[src/rtl/coal_pkg.sv]
package coal_pkg;
  typedef enum logic {OP_LD = 1'b0, OP_ST = 1'b1} op_e;
endpackage

[src/rtl/coal_pick.sv]
module coal_pick #(
  parameter int NLANE    = 4,
  parameter int AW       = 32,
  parameter int OFS_W    = 4,
  parameter int SLOT_W   = 2,
  parameter int BYTE_LSB = 2
) (
  input  logic [NLANE-1:0]    lane_valid,
  input  logic [NLANE-1:0]    lane_we,
  input  logic [NLANE*AW-1:0] lane_addr,
  output logic                any_v,
  output logic                lead_we,
  output logic [AW-1:0]       lead_addr,
  output logic [NLANE-1:0]    served
);
  localparam int IDX_W  = (NLANE > 1) ? $clog2(NLANE) : 1;
  localparam int NSLOT  = 1 << SLOT_W;

  logic [AW-1:0]       a [NLANE];
  logic [IDX_W-1:0]    lead_idx;
  logic [AW-OFS_W-1:0] lead_tag;
  logic [NSLOT-1:0]    used;

  for (genvar g = 0; g < NLANE; g++) begin : g_split
    assign a[g] = lane_addr[g*AW +: AW];
  end

  always_comb begin
    any_v    = 1'b0;
    lead_idx = '0;
    for (int i = 0; i < NLANE; i++) begin
      if (lane_valid[i] && !any_v) begin
        any_v    = 1'b1;
        lead_idx = IDX_W'(i);
      end
    end
    lead_tag  = a[lead_idx][AW-1:OFS_W];
    lead_we   = lane_we[lead_idx];
    lead_addr = {lead_tag, {OFS_W{1'b0}}};
    used      = '0;
    served    = '0;
    for (int i = 0; i < NLANE; i++) begin
      if (lane_valid[i] && (a[i][AW-1:OFS_W] == lead_tag) && (lane_we[i] == lead_we)) begin
        if (!(lead_we && used[a[i][BYTE_LSB +: SLOT_W]])) begin
          served[i]                      = 1'b1;
          used[a[i][BYTE_LSB +: SLOT_W]] = 1'b1;
        end
      end
    end
  end
endmodule

[src/rtl/coal_pack.sv]
module coal_pack #(
  parameter int NLANE    = 4,
  parameter int AW       = 32,
  parameter int WORD_W   = 32,
  parameter int SLOT_W   = 2,
  parameter int BYTE_LSB = 2
) (
  input  logic [NLANE-1:0]                        served,
  input  logic [NLANE*AW-1:0]                     lane_addr,
  input  logic [NLANE*WORD_W-1:0]                 lane_wdata,
  output logic [(WORD_W/8)*(1<<SLOT_W)-1:0]       be,
  output logic [WORD_W*(1<<SLOT_W)-1:0]           wdata
);
  localparam int WB = WORD_W / 8;

  always_comb begin
    be    = '0;
    wdata = '0;
    for (int i = 0; i < NLANE; i++) begin
      if (served[i]) begin
        be[int'(lane_addr[i*AW+BYTE_LSB +: SLOT_W])*WB +: WB]        = '1;
        wdata[int'(lane_addr[i*AW+BYTE_LSB +: SLOT_W])*WORD_W +: WORD_W] =
          lane_wdata[i*WORD_W +: WORD_W];
      end
    end
  end
endmodule

[src/rtl/coal_track.sv]
module coal_track #(
  parameter int NLANE  = 4,
  parameter int WORD_W = 32,
  parameter int SLOT_W = 2,
  parameter int DEPTH  = 4
) (
  input  logic                         clk,
  input  logic                         rst_n,
  input  logic                         push,
  input  logic [NLANE-1:0]             push_mask,
  input  logic [NLANE*SLOT_W-1:0]      push_slots,
  output logic                         full,
  input  logic                         crsp_valid,
  input  logic [WORD_W*(1<<SLOT_W)-1:0] crsp_data,
  output logic [NLANE-1:0]             rsp_valid,
  output logic [NLANE*WORD_W-1:0]      rsp_data
);
  // DEPTH must be a power of two so the pointers wrap naturally
  localparam int PW = (DEPTH > 1) ? $clog2(DEPTH) : 1;
  localparam int CW = PW + 1;

  logic [NLANE-1:0]        mask_mem [DEPTH];
  logic [NLANE*SLOT_W-1:0] slot_mem [DEPTH];
  logic [PW-1:0] wptr_q, wptr_nx, rptr_q, rptr_nx;
  logic [CW-1:0] cnt_q, cnt_nx;
  logic          pop;
  logic [NLANE-1:0]        rv_nx;
  logic [NLANE*WORD_W-1:0] rd_nx;

  assign full = (cnt_q == CW'(DEPTH));
  assign pop  = crsp_valid && (cnt_q != '0);

  always_comb begin
    wptr_nx = wptr_q + PW'(push);
    rptr_nx = rptr_q + PW'(pop);
    cnt_nx  = cnt_q + CW'(push) - CW'(pop);
    rv_nx   = pop ? mask_mem[rptr_q] : '0;
    rd_nx   = '0;
    for (int i = 0; i < NLANE; i++) begin
      rd_nx[i*WORD_W +: WORD_W] =
        crsp_data[int'(slot_mem[rptr_q][i*SLOT_W +: SLOT_W])*WORD_W +: WORD_W];
    end
  end

  always_ff @(posedge clk) begin
    if (push) begin
      mask_mem[wptr_q] <= push_mask;
      slot_mem[wptr_q] <= push_slots;
    end
  end

  always_ff @(posedge clk or negedge rst_n) begin
    if (!rst_n) begin
      wptr_q    <= '0;
      rptr_q    <= '0;
      cnt_q     <= '0;
      rsp_valid <= '0;
    end else begin
      wptr_q    <= wptr_nx;
      rptr_q    <= rptr_nx;
      cnt_q     <= cnt_nx;
      rsp_valid <= rv_nx;
    end
  end

  always_ff @(posedge clk) begin
    if (pop) rsp_data <= rd_nx;
  end

  AST_NO_OVERFLOW: assert property (@(posedge clk) disable iff (!rst_n)
    push |-> !full);
  AST_RSP_AFTER_BEAT: assert property (@(posedge clk) disable iff (!rst_n)
    crsp_valid |=> (rsp_valid != '0));
  AST_RSP_IDLE: assert property (@(posedge clk) disable iff (!rst_n)
    !crsp_valid |=> (rsp_valid == '0));
endmodule

[src/rtl/lane_coalescer.sv]
module lane_coalescer #(
  parameter int NLANE      = 4,
  parameter int AW         = 32,
  parameter int WORD_W     = 32,
  parameter int BLK_W      = 128,
  parameter int DEPTH      = 4,
  parameter int NBANK      = 4,
  parameter int LINE_BYTES = 64
) (
  input  logic                    clk,
  input  logic                    rst_n,
  input  logic [NLANE-1:0]        lane_valid,
  output logic [NLANE-1:0]        lane_ready,
  input  logic [NLANE-1:0]        lane_we,
  input  logic [NLANE*AW-1:0]     lane_addr,
  input  logic [NLANE*WORD_W-1:0] lane_wdata,
  output logic [NLANE-1:0]        lane_rsp_valid,
  output logic [NLANE*WORD_W-1:0] lane_rsp_data,
  output logic                    creq_valid,
  input  logic                    creq_ready,
  output logic                    creq_we,
  output logic [AW-1:0]           creq_addr,
  output logic [$clog2(NBANK)-1:0] creq_bank,
  output logic [BLK_W/8-1:0]      creq_be,
  output logic [BLK_W-1:0]        creq_wdata,
  input  logic                    crsp_valid,
  input  logic [BLK_W-1:0]        crsp_data
);
  import coal_pkg::*;

  localparam int WPB      = BLK_W / WORD_W;
  localparam int SLOT_W   = $clog2(WPB);
  localparam int OFS_W    = $clog2(BLK_W / 8);
  localparam int BYTE_LSB = $clog2(WORD_W / 8);
  localparam int BANK_LSB = $clog2(LINE_BYTES);
  localparam int BANK_W   = $clog2(NBANK);

  logic                     any_v, lead_we, full, issue, push;
  logic [AW-1:0]            lead_addr;
  logic [NLANE-1:0]         served;
  logic [NLANE*SLOT_W-1:0]  slots;
  op_e                      lead_op;

  coal_pick #(.NLANE(NLANE), .AW(AW), .OFS_W(OFS_W), .SLOT_W(SLOT_W),
              .BYTE_LSB(BYTE_LSB)) u_pick (
    .lane_valid(lane_valid), .lane_we(lane_we), .lane_addr(lane_addr),
    .any_v(any_v), .lead_we(lead_we), .lead_addr(lead_addr), .served(served));

  coal_pack #(.NLANE(NLANE), .AW(AW), .WORD_W(WORD_W), .SLOT_W(SLOT_W),
              .BYTE_LSB(BYTE_LSB)) u_pack (
    .served(served), .lane_addr(lane_addr), .lane_wdata(lane_wdata),
    .be(creq_be), .wdata(creq_wdata));

  for (genvar g = 0; g < NLANE; g++) begin : g_slot
    assign slots[g*SLOT_W +: SLOT_W] = lane_addr[g*AW+BYTE_LSB +: SLOT_W];
  end

  assign lead_op    = op_e'(lead_we);
  assign creq_valid = any_v && ((lead_op == OP_ST) || !full);
  assign creq_we    = (lead_op == OP_ST);
  assign creq_addr  = lead_addr;
  assign creq_bank  = lead_addr[BANK_LSB +: BANK_W];
  assign issue      = creq_valid && creq_ready;
  assign lane_ready = served & {NLANE{issue}};
  assign push       = issue && (lead_op == OP_LD);

  coal_track #(.NLANE(NLANE), .WORD_W(WORD_W), .SLOT_W(SLOT_W), .DEPTH(DEPTH)) u_track (
    .clk(clk), .rst_n(rst_n), .push(push), .push_mask(served), .push_slots(slots),
    .full(full), .crsp_valid(crsp_valid), .crsp_data(crsp_data),
    .rsp_valid(lane_rsp_valid), .rsp_data(lane_rsp_data));

  for (genvar g = 0; g < NLANE; g++) begin : g_chk
    AST_WORD_ALIGNED: assert property (@(posedge clk) disable iff (!rst_n)
      lane_valid[g] |-> (lane_addr[g*AW +: BYTE_LSB] == '0));
    AST_READY_IN_BLOCK: assert property (@(posedge clk) disable iff (!rst_n)
      lane_ready[g] |-> (lane_valid[g] && creq_valid && creq_ready &&
                         lane_addr[g*AW+OFS_W +: AW-OFS_W] == creq_addr[AW-1:OFS_W]));
    AST_HOLD_PENDING: assert property (@(posedge clk) disable iff (!rst_n)
      (lane_valid[g] && !lane_ready[g]) |=> (lane_valid[g] && $stable(lane_addr[g*AW +: AW])));
  end

  AST_LANE0_LEADS: assert property (@(posedge clk) disable iff (!rst_n)
    (creq_valid && creq_ready && lane_valid[0]) |-> lane_ready[0]);
  AST_ISSUE_SERVES: assert property (@(posedge clk) disable iff (!rst_n)
    (creq_valid && creq_ready) |-> (lane_ready != '0));
  AST_ALIGNED_REQ: assert property (@(posedge clk) disable iff (!rst_n)
    creq_valid |-> (creq_addr[OFS_W-1:0] == '0));
endmodule

[config.mk]
export PLATFORM = sky130hd
export DESIGN_NAME = lane_coalescer
export DESIGN_NICKNAME = d
export VERILOG_FILES = /design/src/rtl/coal_pkg.sv /design/src/rtl/coal_pick.sv /design/src/rtl/coal_pack.sv /design/src/rtl/coal_track.sv /design/src/rtl/lane_coalescer.sv
export SDC_FILE = /design/constraint.sdc
export NUM_CORES = 1
export LEC_CHECK = 0
export BUFFER_PORTS_ARGS = -buffer_cell sky130_fd_sc_hd__buf_2
export CORE_AREA = 2 2 279 281
export CTS_CLUSTER_DIAMETER = 100
export CTS_CLUSTER_SIZE = 28
export DETAILED_ROUTE_END_ITERATION = 6
export DIE_AREA = 0 0 281 283
export PLACE_DENSITY_LB_ADDON = 0.2
export SLEW_MARGIN = 25
export SYNTH_ARGS = -nofsm -noshare
export SYNTH_HDL_FRONTEND = slang
export SYNTH_SLANG_ARGS = --single-unit
[constraint.sdc]
create_clock -name clk -period 5.8 [get_ports clk]
set_input_delay 0.58 -clock clk [delete_from_list [all_inputs] [get_ports clk]]
set_output_delay 0.58 -clock clk [all_outputs]
set_load 0.005 [all_outputs]
Yosys cells after proc, flatten, opt, wreduce, memory -nomap -nowiden
Memories as Yosys holds them, arrays and structs flattened.
Cells that the tools add are included.

cells by class
  add/sub/neg operators = 12
  $mul = 0
  divide/modulo/power cells = 0
  order comparisons = 9
  equality and inequality tests = 9
  shift-type cells = 20
  multiplexer cells = 57
  bitwise operators = 7
  reductions and logical operators = 28

operator list
  kind                                                                                 count
  128-bit 2-to-1 mux                                                                   4
  32-bit by 33-bit variable shift with 128-bit output, first input constant            4
  128-bit by 8-bit variable part select with 32-bit output                             4
  32-bit by 33-bit variable part select with 128-bit output                            4
  128-bit bitwise mux                                                                  3
  4-bit negator with 33-bit output                                                     4
  7-bit negator with 33-bit output                                                     4
  4-bit by 33-bit variable shift with 16-bit output, first input constant              4
  4-bit by 33-bit variable part select with 16-bit output, first input constant        4
  128-bit AND                                                                          1
  28-bit == test                                                                       4
  32-bit binary-select mux with 2-bit select                                           1
  16-bit 2-to-1 mux                                                                    4
  32-bit 2-to-1 mux                                                                    2
  16-bit bitwise mux                                                                   3
  4-bit 2-to-1 mux                                                                     7
  1-bit 2-to-1 mux                                                                     23
  1-bit logical AND                                                                    22
  16-bit AND                                                                           1
  2-bit by 3-bit < comparator with 1-bit output, second input constant                 5
  1-bit binary-select mux with 2-bit select                                            5
  4-bit bitwise OR                                                                     2
  1-bit demux with 2-bit select                                                        3
  2-bit by 1-bit greater-or-equal comparator with 1-bit output, second input constant  3
  other kinds (13)                                                                     21

storage, ports and cells
  register bits = 139
  latch bits = 0
  bits in writable memories = 48
  bits in read-only memories = 0
  input port bits = 396
  output and inout port bits = 316
  logic and storage cells = 149
  memories = 2

memory list
  memory            depth  bits a word  rd ports  clocked after memory_dff  wr ports  RTL line          source
  u_track.slot_mem  4      8            1         0                         1         coal_track.sv:23  logic [NLANE*SLOT_W-1:0] slot_mem [DEPTH];
  u_track.mask_mem  4      4            1         0                         1         coal_track.sv:22  logic [NLANE-1:0] mask_mem [DEPTH];

Logic depth before layout (Yosys ltp)
  depth in word-level cells = 34
  mapped depth = 17
  depth with buffers taken out = 13

Hierarchy
Synthesis repeated with hierarchy kept, for this count alone.

second synthesis, totals
  cell total of the unflattened synthesis = 1830
  area, all modules = 17803.3 um2

by module, submodules not included
  module          times used  cells an instance  area each (um2)  seq. area each (um2)
  coal_track      1           654                10254.8          5560.3
  coal_pack       1           681                4204.0           0.0
  coal_pick       1           485                3248.1           0.0
  lane_coalescer  1           10                 96.3             0.0

Worst setup path before layout
Ideal clock, no wire load.

  kind = input port to flip-flop
  start point = in crsp_valid
  end point = reg u_track.cnt_q[2]
  library setup time = 123 ps
  data arrival time = 4639 ps
  required time = 5677 ps
  path slack = 1039 ps
  stages on the path = 9
  buffers on the path = 0
  path through = o31ai_1 inv_1 ha_1 inv_1 ha_1 inv_1 fa_1 xnor2_1 xnor2_1

between the ends
  cells in the longest elaborated chain, start to end = 2

RTL lines
  what                                         RTL line              source
  start: declaration                           lane_coalescer.sv:26  input logic crsp_valid,
  1-bit logical AND                            coal_track.sv:31      assign pop = crsp_valid && (cnt_q != '0);
  via u_track.pop                              coal_track.sv:26      logic pop;
  3-bit by 1-bit subtractor with 3-bit output  coal_track.sv:36      cnt_nx = cnt_q + CW'(push) - CW'(pop);
  via u_track.cnt_nx[2]                        coal_track.sv:25      logic [CW-1:0] cnt_q, cnt_nx;
  end signal: assignment                       coal_track.sv:61      cnt_q <= cnt_nx;
  end: declaration                             coal_track.sv:25

The timed path passes the listed nets, and every way through them passes these cells.
A chain may end at the register's enable or synchronous reset.

Final worst setup path
  start point = in lane_valid[1]
  end point = out creq_wdata[114]

between the ends
  cells in the longest elaborated chain, start to end = 32
  elaborated cells between the ends (all ways) = 65
  classes of those cells = eq/ne (8); mux (37); bitwise (3); reduce/logical (17)

RTL lines
  what                                       RTL line              source
  start: declaration                         lane_coalescer.sv:12  input logic [NLANE-1:0] lane_valid,
  1-bit logical AND                          coal_pick.sv:32       if (lane_valid[i] && !any_v) begin
  1-bit 2-to-1 mux                           coal_pick.sv:32
  1-bit logical NOT                          coal_pick.sv:32
  1-bit logical AND                          coal_pick.sv:32
  1-bit 2-to-1 mux                           coal_pick.sv:32
  1-bit logical NOT                          coal_pick.sv:32
  1-bit logical AND                          coal_pick.sv:32
  2-bit 2-to-1 mux                           coal_pick.sv:32
  [... 16 more ...]                          n/a
  4-bit 2-to-1 mux                           coal_pick.sv:44       if (!(lead_we && used[a[i][BYTE_LSB +: SLOT_W]])) begin
  4-bit 2-to-1 mux                           coal_pick.sv:43       if (lane_valid[i] && (a[i][AW-1:OFS_W] == lead_tag) && (lane_we[i] == lead_we)) begin
  1-bit binary-select mux with 2-bit select  coal_pick.sv:44
  1-bit 2-to-1 mux (not written as such)     coal_pick.sv:44
  1-bit logical AND                          coal_pick.sv:44
  1-bit 2-to-1 mux                           coal_pick.sv:44
  1-bit 2-to-1 mux                           coal_pick.sv:43
  128-bit 2-to-1 mux *                       coal_pack.sv:20       if (served[i]) begin
  end: declaration                           lane_coalescer.sv:25  output logic [BLK_W-1:0] creq_wdata,

Mark *: on every way between the ends. The rest lies on a longest branch, timed or not. The select of a mux whose other input is x is not followed.

==> summary.txt <==
Worst hold path
  – Hold crit path type: primary input to flip-flop

Critical path
  – Worst setup SP type: primary input
  – Worst Path Required: 5.22 ns
  – CP Class: primary input to primary output
  – Kind of end point of the critical path: primary output
  – Worst EP arrival: 5.08 ns
  – Critical Path Fanout Max: 11

Power and ir drop
  – Worst vdd ir: 0.000228 V
  – Sw Pwr: 2.45 mW
  – Combinational share of power: 0.492
  – Switching Share: 0.364
  – Pint: 4.29 mW
  – Sequential power share: 0.343
  – Clock share of power: 0.166
  – Static Leak: 10.2 nW
  – PwrDens: 268 nW/um2

CTS
  – Reg clk slew, reported paths: 0.07 ns
  – Sink Count: 187
  – Worst-Skew Late Latency: 0.45 ns
  – Root Driver: clkbuf_16
  – TritonCTS Buffers: 17
  – CTS tree: built
  – Worst-case clock buffer depth: 2
  – H-tree Lvls: 4

Timing
  – Crit share post-route: 0.975
  – Setup slack after layout: 0.144 ns
  – TNS Setup: 0 ns
  – FMAX: 0.177 GHz
  – Clk_skew: 0.0149 ns
  – Fin. Hold Viols: 0
  – Slew HR: 0.268
  – RSZ-0062 raised after global routing: no
  – Slew Viols, Final: 0
  – Final setup viols: 0
  – Worst slew pin tran: 1.10 ns
  – Final min period: 5.66 ns

Routing
  – DR pass1 iterations: 7
  – Total Routed Length: 91,000 um
  – DRT iter0 DRCs: 1,782
  – Vias post-DR: 19,093
  – Vias per Instance: 5.17
  – Post-route ant nets: 0
  – Drt wl/cell: 24.6 um
  – DRC viols: 0

Floorplanning
  – Placeable Area: 76,700 um2
  – Effective utilization at floorplan: 0.253
  – # rows: 102
  – Die ar.: 79,500 um2
  – Top Ports: 712
  – DIE WIDTH: 281 um
  – Die height: 283 um

Yosys
  – Top cells by area, synth: edfxtp_1 (27%), mux2i_1 (17%), mux4_2 (16%), nand2_1 (7.9%), and2_1 (3.3%)
  – Count of cell types in the netlist: 80
  – Post-synth top cells: nand2_1 (406), mux2i_1 (325), edfxtp_1 (176)
  – Number of flops mapped to enable cells by yosys: 176
  – Cells after Synth: 1,962
  – Async SR Flop Fraction: 0.0588
  – Sequential fraction of the synthesis area: 0.286
  – Syn avg cell area: 9.89 um2
  – Area share of the largest cell type after synthesis: 0.272
  – Count leader, synth: nand2_1
  – Synth Register Bits: 187
  – Mapped cell area: 19,400 um2
  – Area leader, netlist: edfxtp_1
  – Synth Warn #: 0
  – Synth Flop Type: edfxtp_1

Placed design
  – Placer Congestion: 0.913
  – DP Worst Slack: 0.0374 ns
  – Port Buffers: 699
  – Hpwl dp: 69,600 um

Flow run
  – Max-cap viol count: 0

Status
  – Status: completed

Global routing
  – GRT Total Usage: 0.220
  – Overflow left after global routing: 0
  – Met3 GRT Util: 0.0429
  – Vias in the first global route: 19,169
  – Met1 Use GR: 0.268
  – First-pass GRT wire length: 130,000 um
  – Initial antenna violation count: 32
  – Grt met2 use: 0.382
  – Largest net degree at the start of global routing: 82
  – Global route hottest layer: met2

Finish
  – Nets: 3,046
  – Share of cells above drive strength 1: 0.404
  – Area Growth Syn to Fin: 29.4%
-- kinds of logic after synthesis --
group | share of synthesized area
compound gates | 0.0768
xor+xnor | 0.0257
fa+ha+maj | 0.0204
buf+inv | 0.0544
flops | 0.286
mux | 0.350
other cells | 0.000193
simple gates | 0.186
-- placed cells by master, fill, tap and decap left out, drive strengths merged, types with 4 or more instances in the layout --
master,count
or3,5
inv,54
and2,104
nor2b,44
nor4,12
nor3b,13
o21ai,37
xor2,30
nand4,14
dfrtp,11
nand3,53
mux4,141
a31oi,43
o22ai,9
edfxtp,176
ha,30
clkinv,5
buf,811
a211oi,8
a21oi,38
nor3,7
o41ai,4
mux2,33
xnor2,27
o211ai,7
nand3b,20
clkbuf,18
nand2b,7
o221ai,6
o2111ai,7
nor2,59
conb,4
mux2i,325
nand2,406
diode,24
or4b,4
a21o,11
-- final cells by class --
class | count | area, um2
fill | 8041 | 51600
inverter | 46 | 175
multi-input combinational | 1555 | 12900
antenna | 24 | 60.1
timing repair buffer | 812 | 4510
tap | 1040 | 1300
sequential | 187 | 5560
clock buffer | 18 | 429
clock inverter | 14 | 124
-- state kept, by name (all words and copies together) (netlist names) --
register / cells
u_track.rsp_data: 128
u_track.slot_mem: 32
u_track.mask_mem: 16
u_track.rsp_valid: 4
u_track.cnt_q: 3
u_track.rptr_q: 2
u_track.wptr_q: 2
-- repair_timing --
action                                  CTS  global route
hold buffers                              1             0
buffers inserted                          0             1
endpoints found under the setup margin    0            44
resized for setup                         0             2
hold endpoints to repair                 11             0
-- worst paths after layout --
| kind | from | to | slack (ns) | cells past startpoint |
|---|---|---|---|---|
| hold / removal | lane_addr[2] | u_track.slot_mem[2][0]$_DFFE_PP_ | 0.47 | 1 |
| max in group asynchronous | rst_n | u_track.wptr_q[1]$_DFF_PN0_ | 5.01 | 2 |
| setup reg to reg | u_track.rptr_q[0]$_DFF_PN0_ | u_track.rsp_data[19]$_DFFE_PP_ | 2.61 | 3 |
| setup / recovery | lane_valid[1] | creq_wdata[114] | 0.14 | 14 |
| min in group asynchronous | rst_n | u_track.rptr_q[0]$_DFF_PN0_ | 0.57 | 2 |
| hold reg to reg | u_track.cnt_q[2]$_DFF_PN0_ | u_track.cnt_q[2]$_DFF_PN0_ | 0.53 | 1 |
-- worst max-delay path: stages --
cell	delay [ns]
buf_2	0.19
or2_1	0.37
nor2_1	0.24
mux4_2	0.55
xnor2_1	0.41
nand4_1	0.26
a2111oi_4	0.43
nand4_2	0.26
or4b_2	0.71
o41ai_4	0.09
buf_12	0.22
buf_12	0.17
mux2i_1	0.37
buf_2	0.19
-- metal layers --
layer	share of wire	wire, um
met1	0.40	36200
met2	0.49	44900
met3	0.077	7050
met4	0.029	2650
met5	0.0013	118
-- power by group through the flow --
stage	clock network, mW	logic, mW	registers [mW]
final	1.12	3.31	2.31
after global routing	1.20	3.54	2.36
after CTS	1.15	3.36	2.32
after detailed placement	0	3.34	2.35
after global placement	0	3.34	2.34
after floorplan	0	1.98	2.35
-- metrics by stage --
step	cells	hold WS (ns)	utilization	total power [mW]	area, um2
3_5_place_dp	3638	0.469	0.319	5.69	24500
3_3_place_gp	3638	0.461	0.319	5.68	24500
4_1_cts	3671	0.456	0.326	6.83	25000
2_1_floorplan	1965	0.284	-	4.33	19400
5_1_grt	3690	0.478	0.327	7.10	25100
6_report	3696	0.474	0.327	6.74	25100
Power figures use the tool's default switching activity.
